==> config.mk <==
export PLATFORM = sky130hd
export DESIGN_NAME = pmu_regbank
export DESIGN_NICKNAME = d
export VERILOG_FILES = /design/src/rtl/pmu_pkg.sv /design/src/rtl/pmu_decode.sv /design/src/rtl/pmu_evcnt_bank.sv /design/src/rtl/pmu_cyccnt.sv /design/src/rtl/pmu_regbank.sv
export SDC_FILE = /design/constraint.sdc
export NUM_CORES = 1
export LEC_CHECK = 0
export CORE_MARGIN = 10
export CORE_UTILIZATION = 55
export DETAILED_ROUTE_END_ITERATION = 7
export DONT_BUFFER_PORTS = 1
export HOLD_SLACK_MARGIN = 0.02
export PLACE_DENSITY_LB_ADDON = 0.15
export SLEW_MARGIN = 5
export SYNTH_ARGS = -nofsm -noshare
export SYNTH_HDL_FRONTEND = slang
export SYNTH_SLANG_ARGS = --single-unit
==> constraint.sdc <==
create_clock -name clk -period 5.3 [get_ports clk]
set_input_delay 0.265 -clock clk [delete_from_list [all_inputs] [get_ports clk]]
set_output_delay 0.265 -clock clk [all_outputs]
set_load 0.01 [all_outputs]
==> src/rtl/pmu_pkg.sv <==
// Shared types and field positions for the performance counter register bank.
// Assumes at most 31 event counters so that index 31 of every map is free for the cycle counter.
package pmu_pkg;

    typedef enum logic [4:0] {
        RK_NONE,
        RK_CTRL,
        RK_CNTSET,
        RK_CNTCLR,
        RK_OVSCLR,
        RK_SWINC,
        RK_SEL,
        RK_CEID0,
        RK_CEID1,
        RK_CCNT,
        RK_EVCNT,
        RK_EVTYP,
        RK_UEN,
        RK_INTSET,
        RK_INTCLR,
        RK_OVSSET,
        RK_FILT
    } reg_kind_e;

    localparam int CTL_EN  = 0;
    localparam int CTL_EVR = 1;
    localparam int CTL_CYR = 2;
    localparam int CTL_DIV = 3;
    localparam int CTL_EXP = 4;
    localparam int CTL_DPR = 5;
    localparam int CYC_BIT = 31;

endpackage

==> src/rtl/pmu_decode.sv <==
// Index decoder: turns the coprocessor-style index into a register kind and a counter number.
// Assumes the counter-select value is already registered; indirect windows take their number from it.
module pmu_decode
    import pmu_pkg::*;
(
    input  logic [3:0] crn,
    input  logic [3:0] crm,
    input  logic [2:0] op2,
    input  logic [2:0] op1,
    input  logic [4:0] sel,
    output reg_kind_e  kind,
    output logic [4:0] idx
);

    logic [4:0] direct_idx;

    assign direct_idx = {crm[1:0], op2};

    // Map each index onto a register kind; anything unlisted is RK_NONE.
    always_comb begin
        kind = RK_NONE;
        idx  = 5'd0;
        if (op1 == 3'd0) begin
            if (crn == 4'd9) begin
                case (crm)
                    4'd12: begin
                        case (op2)
                            3'd0:    kind = RK_CTRL;
                            3'd1:    kind = RK_CNTSET;
                            3'd2:    kind = RK_CNTCLR;
                            3'd3:    kind = RK_OVSCLR;
                            3'd4:    kind = RK_SWINC;
                            3'd5:    kind = RK_SEL;
                            3'd6:    kind = RK_CEID0;
                            default: kind = RK_CEID1;
                        endcase
                    end
                    4'd13: begin
                        case (op2)
                            3'd0: kind = RK_CCNT;
                            3'd1: begin kind = RK_EVTYP; idx = sel; end
                            3'd2: begin kind = RK_EVCNT; idx = sel; end
                            default: kind = RK_NONE;
                        endcase
                    end
                    4'd14: begin
                        case (op2)
                            3'd0:    kind = RK_UEN;
                            3'd1:    kind = RK_INTSET;
                            3'd2:    kind = RK_INTCLR;
                            3'd3:    kind = RK_OVSSET;
                            default: kind = RK_NONE;
                        endcase
                    end
                    default: kind = RK_NONE;
                endcase
            end else if (crn == 4'd14 && crm[3]) begin
                idx = direct_idx;
                if (!crm[2]) begin
                    kind = (direct_idx == 5'd31) ? RK_NONE : RK_EVCNT;
                end else begin
                    kind = (direct_idx == 5'd31) ? RK_FILT : RK_EVTYP;
                end
            end
        end
    end

endmodule

==> src/rtl/pmu_evcnt_bank.sv <==
// Bank of 32-bit event counters with their type registers.
// Priority per counter: software write, then bulk reset, then increment (pulse plus software step).
// Assumes inc_en already folds in the global enable and the per-counter enable.
module pmu_evcnt_bank #(
    parameter int NCNT   = 6,
    parameter int TYPE_W = 10
) (
    input  logic                   clk,
    input  logic                   rst_n,
    input  logic [NCNT-1:0]        cnt_we,
    input  logic [NCNT-1:0]        typ_we,
    input  logic [31:0]            wdata,
    input  logic [TYPE_W-1:0]      wtype,
    input  logic                   clr_all,
    input  logic [NCNT-1:0]        inc_en,
    input  logic [NCNT-1:0]        evt,
    input  logic [NCNT-1:0]        sw,
    output logic [NCNT*32-1:0]     cnt_flat,
    output logic [NCNT*TYPE_W-1:0] typ_flat,
    output logic [NCNT-1:0]        wrap
);

    for (genvar n = 0; n < NCNT; n++) begin : g_cnt
        logic [31:0]       cnt_q;
        logic [TYPE_W-1:0] typ_q;
        logic [1:0]        step;
        logic [32:0]       sum;

        // Work out this counter's step and the carry out of bit 31.
        always_comb begin
            step    = {1'b0, evt[n] & inc_en[n]} + {1'b0, sw[n] & inc_en[n]};
            sum     = {1'b0, cnt_q} + {31'd0, step};
            wrap[n] = sum[32] && !cnt_we[n] && !clr_all;
        end

        // Update the counter value.
        always_ff @(posedge clk) begin
            if (!rst_n)          cnt_q <= '0;
            else if (cnt_we[n])  cnt_q <= wdata;
            else if (clr_all)    cnt_q <= '0;
            else                 cnt_q <= sum[31:0];
        end

        // Hold the event type for this counter.
        always_ff @(posedge clk) begin
            if (!rst_n)          typ_q <= '0;
            else if (typ_we[n])  typ_q <= wtype;
        end

        assign cnt_flat[n*32 +: 32]         = cnt_q;
        assign typ_flat[n*TYPE_W +: TYPE_W] = typ_q;
    end

endmodule

==> src/rtl/pmu_cyccnt.sv <==
// 64-bit cycle counter with an optional power-of-two prescaler.
// Halves are written separately so a 32-bit write leaves the upper half alone.
// Assumes run already folds in the global enable and enable bit 31.
module pmu_cyccnt #(
    parameter int DIV_LOG2 = 6
) (
    input  logic        clk,
    input  logic        rst_n,
    input  logic        run,
    input  logic        div_en,
    input  logic        clr,
    input  logic        we_lo,
    input  logic        we_hi,
    input  logic [63:0] wdata,
    output logic [63:0] cnt,
    output logic        wrap
);

    logic [DIV_LOG2-1:0] presc_q;
    logic [63:0]         cnt_q;
    logic                tick;

    assign tick = run && (!div_en || (presc_q == '1));
    assign wrap = tick && (cnt_q == '1) && !we_lo && !clr;
    assign cnt  = cnt_q;

    // Advance the prescaler while dividing.
    always_ff @(posedge clk) begin
        if (!rst_n || clr)         presc_q <= '0;
        else if (run && div_en)    presc_q <= presc_q + 1'b1;
    end

    // Update the 64-bit count; a write to either half wins over a tick.
    always_ff @(posedge clk) begin
        if (!rst_n || clr) begin
            cnt_q <= '0;
        end else if (we_lo) begin
            cnt_q[31:0]  <= wdata[31:0];
            cnt_q[63:32] <= we_hi ? wdata[63:32] : cnt_q[63:32];
        end else if (tick) begin
            cnt_q <= cnt_q + 64'd1;
        end
    end

endmodule

==> src/rtl/pmu_regbank.sv <==
// Top of the performance counter register bank: control, enable and status maps, the counter
// select, the software increment port and the read multiplexer around the counter datapaths.
// Assumes one access per cycle; reads are combinational and writes land on the next edge.
module pmu_regbank
    import pmu_pkg::*;
#(
    parameter int          NCNT     = 6,
    parameter int          TYPE_W   = 10,
    parameter int          DIV_LOG2 = 6,
    parameter logic [31:0] CEID0    = 32'h6000_1F3B,
    parameter logic [31:0] CEID1    = 32'h0000_00A5
) (
    input  logic            clk,
    input  logic            rst_n,
    input  logic            acc_valid,
    input  logic            acc_write,
    input  logic            acc_wide,
    input  logic [3:0]      acc_crn,
    input  logic [3:0]      acc_crm,
    input  logic [2:0]      acc_op2,
    input  logic [2:0]      acc_op1,
    input  logic [63:0]     acc_wdata,
    input  logic [NCNT-1:0] evt_pulse,
    output logic [63:0]     rd_data,
    output logic            ovf_irq
);

    localparam logic [31:0] MAP_MASK = 32'h8000_0000 | ((32'd1 << NCNT) - 32'd1);
    localparam logic [4:0]  NCNT5    = 5'(NCNT);

    reg_kind_e             rk;
    logic [4:0]            ri;
    logic                  wr;
    logic                  in_range;
    logic [31:0]           w32;

    logic                  ctrl_e, ctrl_d, ctrl_x, ctrl_dp;
    logic [31:0]           cnten, inten, ovs;
    logic [4:0]            sel_q;
    logic [3:0]            uen_q;
    logic [5:0]            filt_q;

    logic [NCNT-1:0]       cnt_we, typ_we, ev_wrap, sw_vec, inc_en;
    logic [NCNT*32-1:0]    cnt_flat;
    logic [NCNT*TYPE_W-1:0] typ_flat;
    logic [63:0]           ccnt;
    logic                  cyc_wrap;
    logic [31:0]           hw_ovf;
    logic [31:0]           cnt_arr [32];
    logic [31:0]           typ_arr [32];
    logic [63:0]           rmux;

    pmu_decode u_dec (
        .crn  (acc_crn),
        .crm  (acc_crm),
        .op2  (acc_op2),
        .op1  (acc_op1),
        .sel  (sel_q),
        .kind (rk),
        .idx  (ri)
    );

    assign wr       = acc_valid && acc_write;
    assign w32      = acc_wdata[31:0];
    assign in_range = int'(ri) < NCNT;

    // Steer counter and type writes to a single counter.
    always_comb begin
        cnt_we = (wr && rk == RK_EVCNT && in_range) ? (NCNT'(1) << ri) : '0;
        typ_we = (wr && rk == RK_EVTYP && in_range) ? (NCNT'(1) << ri) : '0;
        sw_vec = (wr && rk == RK_SWINC) ? w32[NCNT-1:0] : '0;
        inc_en = {NCNT{ctrl_e}} & cnten[NCNT-1:0];
    end

    pmu_evcnt_bank #(.NCNT(NCNT), .TYPE_W(TYPE_W)) u_bank (
        .clk      (clk),
        .rst_n    (rst_n),
        .cnt_we   (cnt_we),
        .typ_we   (typ_we),
        .wdata    (w32),
        .wtype    (w32[TYPE_W-1:0]),
        .clr_all  (wr && rk == RK_CTRL && w32[CTL_EVR]),
        .inc_en   (inc_en),
        .evt      (evt_pulse),
        .sw       (sw_vec),
        .cnt_flat (cnt_flat),
        .typ_flat (typ_flat),
        .wrap     (ev_wrap)
    );

    pmu_cyccnt #(.DIV_LOG2(DIV_LOG2)) u_cyc (
        .clk    (clk),
        .rst_n  (rst_n),
        .run    (ctrl_e && cnten[CYC_BIT]),
        .div_en (ctrl_d),
        .clr    (wr && rk == RK_CTRL && w32[CTL_CYR]),
        .we_lo  (wr && rk == RK_CCNT),
        .we_hi  (wr && rk == RK_CCNT && acc_wide),
        .wdata  (acc_wdata),
        .cnt    (ccnt),
        .wrap   (cyc_wrap)
    );

    // Spread the flat counter buses onto 32-entry arrays, zero past NCNT.
    for (genvar n = 0; n < 32; n++) begin : g_arr
        if (n < NCNT) begin : g_live
            assign cnt_arr[n] = cnt_flat[n*32 +: 32];
            assign typ_arr[n] = 32'(typ_flat[n*TYPE_W +: TYPE_W]);
        end else begin : g_zero
            assign cnt_arr[n] = '0;
            assign typ_arr[n] = '0;
        end
    end

    // Gather hardware overflow events into map positions.
    always_comb begin
        hw_ovf                = '0;
        hw_ovf[NCNT-1:0]      = ev_wrap;
        hw_ovf[CYC_BIT]       = cyc_wrap;
    end

    // Control register storage; reset-style bits are pulses and are not kept.
    always_ff @(posedge clk) begin
        if (!rst_n) begin
            ctrl_e  <= 1'b0;
            ctrl_d  <= 1'b0;
            ctrl_x  <= 1'b0;
            ctrl_dp <= 1'b0;
        end else if (wr && rk == RK_CTRL) begin
            ctrl_e  <= w32[CTL_EN];
            ctrl_d  <= w32[CTL_DIV];
            ctrl_x  <= w32[CTL_EXP];
            ctrl_dp <= w32[CTL_DPR];
        end
    end

    // Count-enable map through its set and clear views.
    always_ff @(posedge clk) begin
        if (!rst_n)                    cnten <= '0;
        else if (wr && rk == RK_CNTSET) cnten <= cnten | (w32 & MAP_MASK);
        else if (wr && rk == RK_CNTCLR) cnten <= cnten & ~w32;
    end

    // Interrupt-enable map through its set and clear views.
    always_ff @(posedge clk) begin
        if (!rst_n)                    inten <= '0;
        else if (wr && rk == RK_INTSET) inten <= inten | (w32 & MAP_MASK);
        else if (wr && rk == RK_INTCLR) inten <= inten & ~w32;
    end

    // Overflow flags: software set/clear, then hardware wraps on top.
    always_ff @(posedge clk) begin
        if (!rst_n) begin
            ovs <= '0;
        end else begin
            ovs <= ((ovs | ((wr && rk == RK_OVSSET) ? (w32 & MAP_MASK) : 32'd0))
                    & ~((wr && rk == RK_OVSCLR) ? w32 : 32'd0)) | hw_ovf;
        end
    end

    // Counter select, user-enable and filter storage.
    always_ff @(posedge clk) begin
        if (!rst_n) begin
            sel_q  <= '0;
            uen_q  <= '0;
            filt_q <= '0;
        end else if (wr) begin
            if (rk == RK_SEL)  sel_q  <= w32[4:0];
            if (rk == RK_UEN)  uen_q  <= w32[3:0];
            if (rk == RK_FILT) filt_q <= w32[31:26];
        end
    end

    // Read multiplexer over every register kind.
    always_comb begin
        rmux = '0;
        case (rk)
            RK_CTRL:   rmux = 64'({NCNT5, 5'd0, ctrl_dp, ctrl_x, ctrl_d, 2'b00, ctrl_e});
            RK_CNTSET,
            RK_CNTCLR: rmux = {32'd0, cnten};
            RK_INTSET,
            RK_INTCLR: rmux = {32'd0, inten};
            RK_OVSSET,
            RK_OVSCLR: rmux = {32'd0, ovs};
            RK_SEL:    rmux = {59'd0, sel_q};
            RK_CEID0:  rmux = {32'd0, CEID0};
            RK_CEID1:  rmux = {32'd0, CEID1};
            RK_CCNT:   rmux = acc_wide ? ccnt : {32'd0, ccnt[31:0]};
            RK_EVCNT:  rmux = {32'd0, cnt_arr[ri]};
            RK_EVTYP:  rmux = {32'd0, typ_arr[ri]};
            RK_UEN:    rmux = {60'd0, uen_q};
            RK_FILT:   rmux = {32'd0, filt_q, 26'd0};
            default:   rmux = '0;
        endcase
    end

    assign rd_data = (acc_valid && !acc_write) ? rmux : 64'd0;
    assign ovf_irq = |(ovs & inten);

endmodule

==> flow_summary.yaml <==
detailed_routing:
  finalWirelength_microns: 92200
  dr.pass1.iters: 7
  drcViolationCount: 0
  vias: 25081
  viasPerCell: 6.67
  drtIter0Drc: 3603
  wl_per_cell_microns: 24.5
  drtAntennaViolNets: 0
critical_path:
  r2r-end: "u_bank.g_cnt[2].cnt_q[22]"
  critical_path_class: "reg2out"
  worstPathMaxFanout: 60
  crit_path_top_delay_cell: "buf_4"
  start_kind: "flop"
  cp_cell_sequence: "nand4b_1 -> o31a_1 -> nor3_4 -> buf_4 -> nand2_1 -> a31oi_1 -> o21ai_0 -> o21a_1 -> a41oi_1"
  slowest_delay_ns: 0.65
  crit_required_ns: 5.04
  rrSetupSlack_ns: 1.25
  worstPathArrival_ns: 3.81
  r2r-start: "ctrl_e"
  path_buf_inv: 1
  cp_top_family: "compound AO/OA/AOI/OAI gates"
  end_kind: "output pin"
  reg2reg_depth: 15
job:
  maxCapViolCount: 0
logic_synthesis:
  synth_top_cell_by_area: "dfxtp_1"
  yosys_register_bits: 437
  yosys-top-cells-area: "dfxtp_1 (36%), nand2_1 (9.3%), a21oi_1 (5.9%), nand3_1 (5.5%), xnor2_1 (4.3%)"
  ys.flop_type: "dfxtp_1"
  synth_nets: 3308
  synthTopCellsByCount: "nand2_1 (603), dfxtp_1 (437), a21oi_1 (286), nand3_1 (269), nor2_1 (237)"
  synth_top_area_share: 0.360
  synth_most_common_cell: "nand2_1"
  netlist_area_sq_um: 24300
  synth_edf_count: 0
  avgSynthCellArea_sq_um: 7.58
  async_flop_share: 0
  yosysSeqAreaShare: 0.360
  synth_cell_types: 87
  synth_cells: 3205
  ys_warn_count: 0
floorplan:
  pin_count: 154
  dieArea_sq_um: 53000
  die_h_microns: 230
  rows: 76
  fp.coreArea_sq_um: 43400
  initial_core_util: 0.560
  die_w_microns: 230
power:
  power.leakage_nw: 8.66
  p_clk_frac: 0.503
  swShare: 0.233
  internal-power_w: 0.00547
  powerDensity_nw_per_um2: 266
  net-switching-power_w: 0.00167
  seq_power_share: 0.460
  ir_worst_vdd_mv: 0.219
  combPwrFrac: 0.037
finish:
  finalCoreUtilization: 0.620
  final_cell_count_no_fill: 3762
  fill_cells: 3910
  drive_above_1_share: 0.0571
  nets: 3232
  seq_area_sq_um: 8750
  area_delta_synth_final_pct: 10.8
  multiInputGateArea_sq_um: 14500
grt:
  grt_max_degree: 146
  grt_antenna_before_repair: 10
  grt_pass1_vias: 22658
  grt_pass1_wl_microns: 139000
  overflow: 0
  grt_util_all_layers: 0.331
timing:
  fin_crit_sh: 0.770
  setup_tns_ns: 0
  finalCriticalPeriod_ns: 4.08
  skew_ns: 0.0229
  finalHoldViolCount: 0
  setup_viol: 0
  worstMarginPinSlew_ns: 1.22
  fmax_mhz: 245
  rsz0062_at_grt: "false"
  whs_ns: 0.0363
  final_max_slew_viol_count: 0
  slew_headroom: 0.183
clock_tree:
  numCtsBuffers: 49
  cts-root-buf: "clkbuf_16"
  cts.sinks: 437
  cts.repair.resized: 0
  cts_tree: "yes"
  htree_levels: 2
  clk_path_buf_depth: 3
  cts.clk_slew.worst_paths_ns: 0.06
  insertion_delay_ns: 0.61
min_path:
  min_path_type: "in2reg"
  min_path_cells: 3
  min_from: "acc_wdata[36]"
  holdPathEnd: "u_cyc.cnt[36]"
placement:
  gp_congestion: 0.974
  dp_hpwl_microns: 62000
  dp_cells: 3592
  io_buffers: 0
outcome:
  status: "finished, final reports clean"
## placed cells by master (no fill, tap or decap), types with 12 or more instances in the layout
master         netlist  layout
a211oi_1            43      43
a21oi_1            286     286
a222oi_1            23      23
a22oi_1             22      22
a311o_1             17      17
a31oi_1             66      66
and2_1              50      50
and3_1              71      71
and4_1              25      25
buf_4                9      47
clkbuf_16            0      51
clkbuf_8             0      12
dfxtp_1            437     437
dlygate4sd3_1        0      70
inv_1               36      36
mux2i_1             83      83
nand2_1            603     601
nand3_1            269     269
nand4_1             69      69
nor2_1             237     236
nor3_1              54      47
o211ai_1            19      19
o21a_1              14      14
o21ai_0             58      58
o22ai_1             65      65
or3_1               22      20
xnor2_1            119     119
xor2_1              98      98
## cell type report
cell class	count	share of cell area
clock buffer	72	0.0548
inverter	37	0.00535
clock inverter	19	0.00791
antenna	8	0.000744
sequential	437	0.325
tap	585	0.0272
multi-input combinational	2485	0.538
timing repair buffer	119	0.0409
## registers in the layout, summed over array words and instances (netlist names), 4 cells and up, named ones only
register            count
cnten                  25
ovs                    32
u_cyc.cnt              64
u_bank.g_cnt.cnt_q    192
filt_q                  6
inten                  25
uen_q                   4
sel_q                   5
u_bank.g_cnt.typ_q     60
u_cyc.presc_q           6
## cells by family (layout without fill, tap and decap cells)
logic type / count (synthesis) / in the layout / synth area share
AOI/OAI and AO/OA: 709 / 709 / 0.187
and+or+nand+nor: 1459 / 1459 / 0.281
DFF: 437 / 437 / 0.360
adders and majority gates: 14 / 14 / 0.00907
muxes: 86 / 86 / 0.0356
xor gates and xnor gates: 217 / 217 / 0.0783
other: 0 / 8 / 0
buffers and inverters: 283 / 247 / 0.0489
## per-stage QoR
stage | total power [W] | instance area [sq um] | worst slack [ns]
2_1_floorplan | 0.00349 | 24300 | 0.981
3_3_place_gp | 0.00349 | 24500 | 0.780
3_5_place_dp | 0.00349 | 24500 | 0.731
4_1_cts | 0.00714 | 26900 | 1.34
5_1_grt | 0.00730 | 26900 | 0.808
6_report | 0.00714 | 26900 | 1.22
## layer usage
layer / part of all wire / track usage
met1: 0.40 / 0.453
met2: 0.44 / 0.502
met3: 0.13 / 0.0762
met4: 0.033 / 0.111
met5: 0 / 0
## how the worst max path moves through the flow
stage                from                        end  slack (ns)  cells past startpoint
6_report         sel_q[1]                 rd_data[4]        1.22                      9
2_1_floorplan  acc_op1[1]  u_bank.g_cnt[2].cnt_q[22]        0.98                     19
3_3_place_gp   acc_op1[1]  u_bank.g_cnt[2].cnt_q[22]        0.78                     18
5_1_grt        acc_op1[1]  u_bank.g_cnt[2].cnt_q[22]        0.81                     18
4_1_cts        acc_op1[1]  u_bank.g_cnt[2].cnt_q[22]        1.34                     18
3_5_place_dp   acc_op1[1]  u_bank.g_cnt[2].cnt_q[22]        0.73                     18
## what timing repair did
item | CTS | global route
buffers inserted | 0 | 0
hold buffers | 71 | 0
hold endpoints to repair | 418 | 0
setup endpoints to repair | 0 | 0
## power groups by stage
stage / Combinational, W / Clock (W) / Sequential [W]
2_1_floorplan: 0.000137 / 0 / 0.00336
3_3_place_gp: 0.000133 / 0 / 0.00336
3_5_place_dp: 0.000132 / 0 / 0.00336
4_1_cts: 0.000250 / 0.00361 / 0.00328
5_1_grt: 0.000269 / 0.00375 / 0.00328
6_report: 0.000263 / 0.00359 / 0.00328
## tightest hold or removal path, cell delays in order
cell     delay (ns)
and3_1         0.13
o21ai_1        0.06
a21oi_1        0.13
Note: power is estimated with default switching activity, not from simulation.
